<file path="config.mk">
export PLATFORM = sky130hd
export DESIGN_NAME = aai_prog_seq
export DESIGN_NICKNAME = d
export VERILOG_FILES = /design/src/rtl/aai_pkg.sv /design/src/rtl/aai_spi_engine.sv /design/src/rtl/aai_range_chk.sv /design/src/rtl/aai_seq_ctrl.sv /design/src/rtl/aai_prog_seq.sv
export SDC_FILE = /design/constraint.sdc
export NUM_CORES = 1
export LEC_CHECK = 0
export ABC_AREA = 0
export BUFFER_PORTS_ARGS = -buffer_cell sky130_fd_sc_hd__buf_2
export CAP_MARGIN = 20
export CORE_MARGIN = 4
export CORE_UTILIZATION = 27
export CTS_CLUSTER_DIAMETER = 80
export CTS_CLUSTER_SIZE = 12
export DETAILED_ROUTE_END_ITERATION = 8
export GPL_TIMING_DRIVEN = 0
export HOLD_SLACK_MARGIN = 0.1
export SETUP_SLACK_MARGIN = 0.05
export SYNTH_ARGS = -nofsm -noshare
export SYNTH_HDL_FRONTEND = slang
export SYNTH_SLANG_ARGS = --single-unit
</file>
<file path="constraint.sdc">
create_clock -name clk -period 4.5 [get_ports clk]
set_input_delay 0.9 -clock clk [delete_from_list [all_inputs] [get_ports clk]]
set_output_delay 0.9 -clock clk [all_outputs]
set_load 0.02 [all_outputs]
</file>
<file path="src/rtl/aai_pkg.sv">
package aai_pkg;

   typedef enum logic [2:0] {
      ST_IDLE,
      ST_CMD,
      ST_ADR,
      ST_WAIT,
      ST_DAT,
      ST_PRD,
      ST_GAP
   } seq_state_t;

   typedef enum logic [2:0] {
      K_WREN,
      K_PROG1,
      K_PROGN,
      K_POLLB,
      K_WRDI,
      K_POLLF,
      K_END,
      K_FAIL
   } frame_kind_t;

   localparam logic [7:0] OP_WREN  = 8'h06;
   localparam logic [7:0] OP_AAI   = 8'hAF;
   localparam logic [7:0] OP_RDSR  = 8'h05;
   localparam logic [7:0] OP_WRDI  = 8'h04;
   localparam logic [7:0] OP_DUMMY = 8'h00;

   function automatic logic [7:0] frame_opcode(frame_kind_t k);
      case (k)
         K_WREN:           return OP_WREN;
         K_PROG1, K_PROGN: return OP_AAI;
         K_POLLB, K_POLLF: return OP_RDSR;
         K_WRDI:           return OP_WRDI;
         default:          return OP_DUMMY;
      endcase
   endfunction

endpackage

</file>
<file path="src/rtl/aai_spi_engine.sv">
module aai_spi_engine #(
   parameter int CLK_DIV = 3
) (
   input  logic       clk,
   input  logic       rst_n,
   input  logic       go,
   input  logic [7:0] tx,
   input  logic       so,
   output logic       sck,
   output logic       si,
   output logic [7:0] rx,
   output logic       fin
);

   localparam int DW = (CLK_DIV > 1) ? $clog2(CLK_DIV) : 1;

   if (CLK_DIV < 1) begin : g_bad_div
      $error("CLK_DIV must be at least 1");
   end

   logic       active;
   logic       tick;
   logic [2:0] bcnt;
   logic [7:0] shreg;

   // half-period divider: omitted when every clock is a phase edge
   if (CLK_DIV == 1) begin : g_nodiv
      assign tick = active;
   end else begin : g_div
      localparam logic [DW-1:0] DLAST = DW'(CLK_DIV - 1);
      logic [DW-1:0] dcnt;
      always_ff @(posedge clk or negedge rst_n) begin
         if (!rst_n)               dcnt <= '0;
         else if (go || !active)   dcnt <= '0;
         else if (dcnt == DLAST)   dcnt <= '0;
         else                      dcnt <= dcnt + 1'b1;
      end
      assign tick = active && (dcnt == DLAST);
   end

   always_ff @(posedge clk or negedge rst_n) begin
      if (!rst_n) begin
         active <= 1'b0;
         bcnt   <= '0;
         shreg  <= '0;
         rx     <= '0;
         sck    <= 1'b0;
         fin    <= 1'b0;
      end else begin
         fin <= 1'b0;
         if (go) begin
            active <= 1'b1;
            shreg  <= tx;
            bcnt   <= '0;
            sck    <= 1'b0;
         end else if (tick) begin
            if (!sck) begin
               sck <= 1'b1;
               rx  <= {rx[6:0], so};
            end else begin
               sck <= 1'b0;
               if (bcnt == 3'd7) begin
                  active <= 1'b0;
                  fin    <= 1'b1;
               end else begin
                  bcnt  <= bcnt + 1'b1;
                  shreg <= {shreg[6:0], 1'b0};
               end
            end
         end
      end
   end

   assign si = active ? shreg[7] : 1'b0;

endmodule

</file>
<file path="src/rtl/aai_range_chk.sv">
module aai_range_chk #(
   parameter int ADDR_W   = 24,
   parameter int CNT_W    = 21,
   parameter int TOP_ADDR = 24'h0FFFFF
) (
   input  logic [ADDR_W-1:0] addr,
   input  logic [CNT_W-1:0]  cnt,
   output logic              ok
);

   localparam int W = ((ADDR_W > CNT_W) ? ADDR_W : CNT_W) + 1;
   localparam logic [W-1:0] LIMIT = W'(TOP_ADDR + 1);

   if (TOP_ADDR < 0) begin : g_bad_top
      $error("TOP_ADDR must not be negative");
   end

   logic [W-1:0] end_excl;

   always_comb begin
      end_excl = W'(addr) + W'(cnt);
      ok       = (cnt != '0) && (end_excl <= LIMIT);
   end

endmodule

</file>
<file path="src/rtl/aai_seq_ctrl.sv">
module aai_seq_ctrl
   import aai_pkg::*;
#(
   parameter int ADDR_BYTES = 3,
   parameter int CNT_W      = 21,
   parameter int CE_GAP     = 10,
   parameter int POLL_MAX   = 100000
) (
   input  logic                    clk,
   input  logic                    rst_n,
   input  logic                    start,
   input  logic [8*ADDR_BYTES-1:0] start_addr,
   input  logic [CNT_W-1:0]        byte_cnt,
   input  logic                    range_ok,
   input  logic [7:0]              in_data,
   input  logic                    in_valid,
   output logic                    in_ready,
   input  logic                    eng_fin,
   input  logic [7:0]              eng_rx,
   output logic                    eng_go,
   output logic [7:0]              eng_tx,
   output logic                    ce_n,
   output logic                    busy,
   output logic                    done,
   output logic                    error
);

   localparam int ADDR_W = 8 * ADDR_BYTES;
   localparam int AIW    = $clog2(ADDR_BYTES + 1);
   localparam int PW     = $clog2(POLL_MAX + 1);
   localparam int GW     = $clog2(CE_GAP + 1);
   localparam logic [AIW-1:0]   ALAST = AIW'(ADDR_BYTES - 1);
   localparam logic [PW-1:0]    PLAST = PW'(POLL_MAX - 1);
   localparam logic [GW-1:0]    GLAST = GW'(CE_GAP - 1);
   localparam logic [CNT_W-1:0] ONE   = CNT_W'(1);

   if (ADDR_BYTES < 1) begin : g_bad_ab
      $error("ADDR_BYTES must be at least 1");
   end
   if (CE_GAP < 1) begin : g_bad_gap
      $error("CE_GAP must be at least 1");
   end
   if (POLL_MAX < 1) begin : g_bad_poll
      $error("POLL_MAX must be at least 1");
   end

   seq_state_t        state;
   frame_kind_t       kind;
   frame_kind_t       nxt;
   logic [CNT_W-1:0]  rem;
   logic [ADDR_W-1:0] addr_q;
   logic [AIW-1:0]    aidx;
   logic [PW-1:0]     pcnt;
   logic [GW-1:0]     gcnt;

   always_ff @(posedge clk or negedge rst_n) begin
      if (!rst_n) begin
         state  <= ST_IDLE;
         kind   <= K_WREN;
         nxt    <= K_WREN;
         rem    <= '0;
         addr_q <= '0;
         aidx   <= '0;
         pcnt   <= '0;
         gcnt   <= '0;
         ce_n   <= 1'b1;
         eng_go <= 1'b0;
         eng_tx <= '0;
         done   <= 1'b0;
         error  <= 1'b0;
      end else begin
         eng_go <= 1'b0;
         done   <= 1'b0;
         error  <= 1'b0;
         case (state)
            ST_IDLE: begin
               if (start) begin
                  if (range_ok) begin
                     rem    <= byte_cnt;
                     addr_q <= start_addr;
                     kind   <= K_WREN;
                     ce_n   <= 1'b0;
                     eng_go <= 1'b1;
                     eng_tx <= OP_WREN;
                     state  <= ST_CMD;
                  end else begin
                     error <= 1'b1;
                  end
               end
            end
            ST_CMD: begin
               if (eng_fin) begin
                  case (kind)
                     K_PROG1: begin
                        aidx   <= ALAST;
                        eng_go <= 1'b1;
                        eng_tx <= addr_q[ADDR_W-1 -: 8];
                        addr_q <= addr_q << 8;
                        state  <= ST_ADR;
                     end
                     K_PROGN: state <= ST_WAIT;
                     K_POLLB, K_POLLF: begin
                        pcnt   <= '0;
                        eng_go <= 1'b1;
                        eng_tx <= OP_DUMMY;
                        state  <= ST_PRD;
                     end
                     K_WREN: begin
                        ce_n  <= 1'b1;
                        nxt   <= K_PROG1;
                        gcnt  <= '0;
                        state <= ST_GAP;
                     end
                     default: begin
                        ce_n  <= 1'b1;
                        nxt   <= K_POLLF;
                        gcnt  <= '0;
                        state <= ST_GAP;
                     end
                  endcase
               end
            end
            ST_ADR: begin
               if (eng_fin) begin
                  if (aidx == '0) begin
                     state <= ST_WAIT;
                  end else begin
                     aidx   <= aidx - 1'b1;
                     eng_go <= 1'b1;
                     eng_tx <= addr_q[ADDR_W-1 -: 8];
                     addr_q <= addr_q << 8;
                  end
               end
            end
            ST_WAIT: begin
               if (in_valid) begin
                  eng_go <= 1'b1;
                  eng_tx <= in_data;
                  rem    <= rem - ONE;
                  state  <= ST_DAT;
               end
            end
            ST_DAT: begin
               if (eng_fin) begin
                  ce_n  <= 1'b1;
                  nxt   <= K_POLLB;
                  gcnt  <= '0;
                  state <= ST_GAP;
               end
            end
            ST_PRD: begin
               if (eng_fin) begin
                  if (!eng_rx[0]) begin
                     ce_n  <= 1'b1;
                     gcnt  <= '0;
                     state <= ST_GAP;
                     if (kind == K_POLLB) nxt <= (rem == '0) ? K_WRDI : K_PROGN;
                     else                 nxt <= K_END;
                  end else if (pcnt == PLAST) begin
                     ce_n  <= 1'b1;
                     gcnt  <= '0;
                     nxt   <= K_FAIL;
                     state <= ST_GAP;
                  end else begin
                     pcnt   <= pcnt + 1'b1;
                     eng_go <= 1'b1;
                     eng_tx <= OP_DUMMY;
                  end
               end
            end
            ST_GAP: begin
               if (gcnt == GLAST) begin
                  gcnt <= '0;
                  case (nxt)
                     K_END: begin
                        done  <= 1'b1;
                        state <= ST_IDLE;
                     end
                     K_FAIL: begin
                        error <= 1'b1;
                        state <= ST_IDLE;
                     end
                     default: begin
                        kind   <= nxt;
                        ce_n   <= 1'b0;
                        eng_go <= 1'b1;
                        eng_tx <= frame_opcode(nxt);
                        state  <= ST_CMD;
                     end
                  endcase
               end else begin
                  gcnt <= gcnt + 1'b1;
               end
            end
            default: state <= ST_IDLE;
         endcase
      end
   end

   assign in_ready = (state == ST_WAIT);
   assign busy     = (state != ST_IDLE);

endmodule

</file>
<file path="src/rtl/aai_prog_seq.sv">
module aai_prog_seq #(
   parameter int CLK_DIV  = 3,
   parameter int CE_GAP   = 10,
   parameter int POLL_MAX = 100000,
   parameter int CNT_W    = 21,
   parameter int TOP_ADDR = 24'h0FFFFF
) (
   input  logic             clk,
   input  logic             rst_n,
   input  logic             start,
   input  logic [23:0]      start_addr,
   input  logic [CNT_W-1:0] byte_cnt,
   input  logic [7:0]       in_data,
   input  logic             in_valid,
   output logic             in_ready,
   output logic             ce_n,
   output logic             sck,
   output logic             si,
   input  logic             so,
   output logic             busy,
   output logic             done,
   output logic             error
);

   localparam int ADDR_BYTES = 3;
   localparam int ADDR_W     = 8 * ADDR_BYTES;

   logic       range_ok;
   logic       eng_go;
   logic       eng_fin;
   logic [7:0] eng_tx;
   logic [7:0] eng_rx;

   aai_range_chk #(
      .ADDR_W  (ADDR_W),
      .CNT_W   (CNT_W),
      .TOP_ADDR(TOP_ADDR)
   ) u_range (
      .addr(start_addr),
      .cnt (byte_cnt),
      .ok  (range_ok)
   );

   aai_seq_ctrl #(
      .ADDR_BYTES(ADDR_BYTES),
      .CNT_W     (CNT_W),
      .CE_GAP    (CE_GAP),
      .POLL_MAX  (POLL_MAX)
   ) u_ctrl (
      .clk       (clk),
      .rst_n     (rst_n),
      .start     (start),
      .start_addr(start_addr),
      .byte_cnt  (byte_cnt),
      .range_ok  (range_ok),
      .in_data   (in_data),
      .in_valid  (in_valid),
      .in_ready  (in_ready),
      .eng_fin   (eng_fin),
      .eng_rx    (eng_rx),
      .eng_go    (eng_go),
      .eng_tx    (eng_tx),
      .ce_n      (ce_n),
      .busy      (busy),
      .done      (done),
      .error     (error)
   );

   aai_spi_engine #(
      .CLK_DIV(CLK_DIV)
   ) u_eng (
      .clk  (clk),
      .rst_n(rst_n),
      .go   (eng_go),
      .tx   (eng_tx),
      .so   (so),
      .sck  (sck),
      .si   (si),
      .rx   (eng_rx),
      .fin  (eng_fin)
   );

endmodule

</file>
==> results.cfg <==
[run_status]
outcome = finished clean

[setup_path]
crit_slowest_cell = or4_1
rrSetupSlack_ps = 1000
r2r-end = u_ctrl.nxt[1]$_DFFE_PN0P_
critPathBufInv = 3
start_kind = primary input
path_delay_family = simple AND/OR/NAND/NOR gates
cp_max_fo = 10
cp_slowest_stage_delay_ps = 530
path_cells = buf_2 > ha_1 > buf_2 > a21oi_1 > nand4b_1 > o221ai_1 > a22oi_1 > or4_1 > nor4_1 > a41o_2 > a41oi_4 > nor2_8 > buf_8 > mux2_1
cp.arrival_ps = 4580
cpMostUsedCell = buf_2
cp.required_ps = 4730
timing.rr.start = u_ctrl.rem[0]$_DFFE_PN0P_
crit_type = in -> reg
reg2regPathDepth = 11
critPathLaunch = start_addr[9]
worst_setup_path_end_kind = flip-flop

[timing]
fin_crit_ps = 4350
totalNegativeSetupSlack_ps = 0
slew_viol_final = 0
setup-violations-final = 0
fmax_mhz = 229.9
finalCritPeriodShare_pct = 96.67
final_hold_viol_count = 0
rsz0062_at_grt = no
hold_slack_ps = 442.3
timing.final.ws_setup_ps = 149.9
fin_skew_ps = 20.26
maxSlewHeadroom_pct = 33.90
worst_slew_pin_slew_ps = 985.0

[placed_design]
finalWeightedCongestion = 0.9101
place_hpwl_um = 15970
placed_area_mm2 = 0.007918
portBuffers = 64
post-place-ws_ps = -254.6

[clock_tree]
cts-root-buf = clkbuf_16
cts_tree = done
clock_sinks = 106
clock_latency_ps = 350
cts_buffer_depth = 2
cts_max_level = 3
path_clk_slew_ps = 90
numCtsBuffers = 9
cts_hold_buffers = 0

[detailed_routing]
postRouteAntennaNets = 0
first_pass_iters = 5
viasPerCell = 5.365
vias = 6529
drc = 0
wl_per_cell_um = 17.13
drt-initial-drc-count = 642
drt-total-wl_um = 20850

[synth]
syn_avg_cell_area_um2 = 8.946
syn_nets = 886
yosysUniqueCellTypes = 75
syn-instance-count = 799
async_flop_share_pct = 100.0
ys_ff_latch = 106
yosysWarnings = 0
synthFlopType = dfrtp_1
synth_edf_count = 0
synth-seq-area-share_pct = 37.13
syn_area_mm2 = 0.007148

[die]
dieArea_mm2 = 0.02914
core_area_mm2 = 0.02606
die_w_um = 170.7
num_rows = 59
initial_utilization_pct = 27.43
fp.dieH_um = 170.7
ios = 65

[layout]
nets = 963
fillerInstances = 2752
post-route-util_pct = 31.68
drive_above_1_share_pct = 15.55
syn_to_final_growth_pct = 15.51
final_cell_area_mm2 = 0.008257

[grt]
grt_pass1_vias = 6124
grt_max_degree = 56
antenna_found_initial = 1
grt_overflow = 0
grt_pass1_wl_um = 33060
track_usage_pct = 14.07

[flow_run]
cap_violations = 0

[min_path]
min_path_type = reg -> reg
min_from = u_eng.g_div.dcnt[0]$_DFF_PN0_
hold_depth = 1
whs_endpoint = u_eng.g_div.dcnt[0]$_DFF_PN0_

[pwr]
p_leak_nw = 3.485
ir_drop_mv = 0.2363
power_density_mw_per_mm2 = 459.1
-- kinds of logic after synthesis --
| group | synth area share (%) |
|---|---|
| buffers and inverters | 3.886 |
| AND/OR/NAND/NOR | 18.97 |
| multiplexers | 7.789 |
| adder cells (fa/ha/maj) | 5.181 |
| flip-flops | 37.13 |
| AO/OA/AOI/OAI | 23.25 |
| XOR/XNOR | 3.798 |
-- cells in the final DEF, fill, tap and decap left out, types with 9 or more instances in the layout --
master,count
inv_1,30
nor2_1,69
dfrtp_1,105
buf_2,69
ha_1,28
mux2_2,27
nand4_1,16
mux2_1,10
a31oi_1,15
xor2_1,19
or3_1,16
mux2i_1,14
a21oi_1,60
xnor2_1,12
clkbuf_16,9
clkbuf_1,28
nand2_1,65
o22ai_1,11
nand2b_1,9
nand3_1,20
nor4_1,11
o21ai_0,53
nor3_1,20
-- cells in the mapped netlist (14+ instances only) --
cell type	n	area, um^2
a21oi_1	60	300.3
a31oi_1	15	93.84
clkbuf_1	29	108.9
dfrtp_1	105	2628
ha_1	28	350.3
inv_1	30	112.6
mux2_2	27	304.0
mux2i_1	14	140.1
nand2_1	65	244.0
nand3_1	20	100.1
nand4_1	16	100.1
nor2_1	69	259.0
nor3_1	20	100.1
o21ai_0	53	265.3
or3_1	16	100.1
xor2_1	19	166.4
-- worst reg2reg max path: stages, from the launching register on --
cell	delay, ps
dfrtp_1	450
inv_1	80
ha_1	200
nand2_1	80
or3_1	360
or3_1	320
clkbuf_1	170
or3_1	390
or3_4	400
or3_1	420
o311a_1	310
o21bai_1	160
-- power by group --
part	switching (mW)	internal (mW)	leakage (nW)
Combinational	0.833	0.628	2.00
Clock	0.392	0.404	0.145
Sequential	0.247	1.29	1.34
-- what timing repair did --
action	4_1_cts	5_1_grt
resized for setup	0	6
buffers inserted	0	1
endpoints found under the setup margin	0	41
-- stage by stage --
step | instances | power, mW
global route | 1217 | 4.057
global placement | 1198 | 2.948
finish | 1217 | 3.791
CTS | 1215 | 3.788
floorplan | 799 | 2.564
detailed placement | 1199 | 2.988
-- per-layer routing --
metal  global-route usage [%]  part of all wire (%)  wire (um)
met4                    3.056                   1.6        338
met5                        0                     0          0
met1                    20.92                    47       9753
met2                    21.41                    45       9302
met3                    2.426                   7.0       1451
-- sequential cells by signal (all words and copies together), names as in the netlist, 2 cells and up --
register and cells:
u_ctrl.nxt 3, u_ctrl.pcnt 17, u_ctrl.gcnt 4, u_ctrl.aidx 2, u_ctrl.kind 3, u_eng.shreg 8
u_eng.bcnt 3, u_eng.g_div.dcnt 2, u_ctrl.rem 21, u_ctrl.addr_q 24, u_ctrl.eng_tx 8, u_ctrl.state 3
-- worst max-delay path by stage --
| stage | cells after the start | slack [ps] | to |
|---|---|---|---|
| finish | 14 | 150 | u_ctrl.addr_q[19]$_DFFE_PN0P_ |
| global route | 14 | 30 | u_ctrl.addr_q[16]$_DFFE_PN0P_ |
| CTS | 14 | 90 | u_ctrl.rem[15]$_DFFE_PN0P_ |
| detailed placement | 14 | -250 | u_ctrl.rem[16]$_DFFE_PN0P_ |
| global placement | 14 | -180 | u_ctrl.addr_q[15]$_DFFE_PN0P_ |
| floorplan | 13 | 460 | u_ctrl.addr_q[14]$_DFFE_PN0P_ |
-- layout make-up --
type                            count  area [um^2]  area share [%]
Buffer                             37        158.9           1.925
Sequential cell                   106         2654           32.14
Clock inverter                      6        60.06          0.7274
Timing Repair Buffer               66        357.8           4.334
Multi-Input combinational cell    624         4245           51.42
Clock buffer                       10        239.0           2.894
Inverter                           32        120.1           1.455
Tap cell                          335        419.2           5.077
Antenna cell                        1        2.502         0.03031
(Power assumes the default switching activity.)
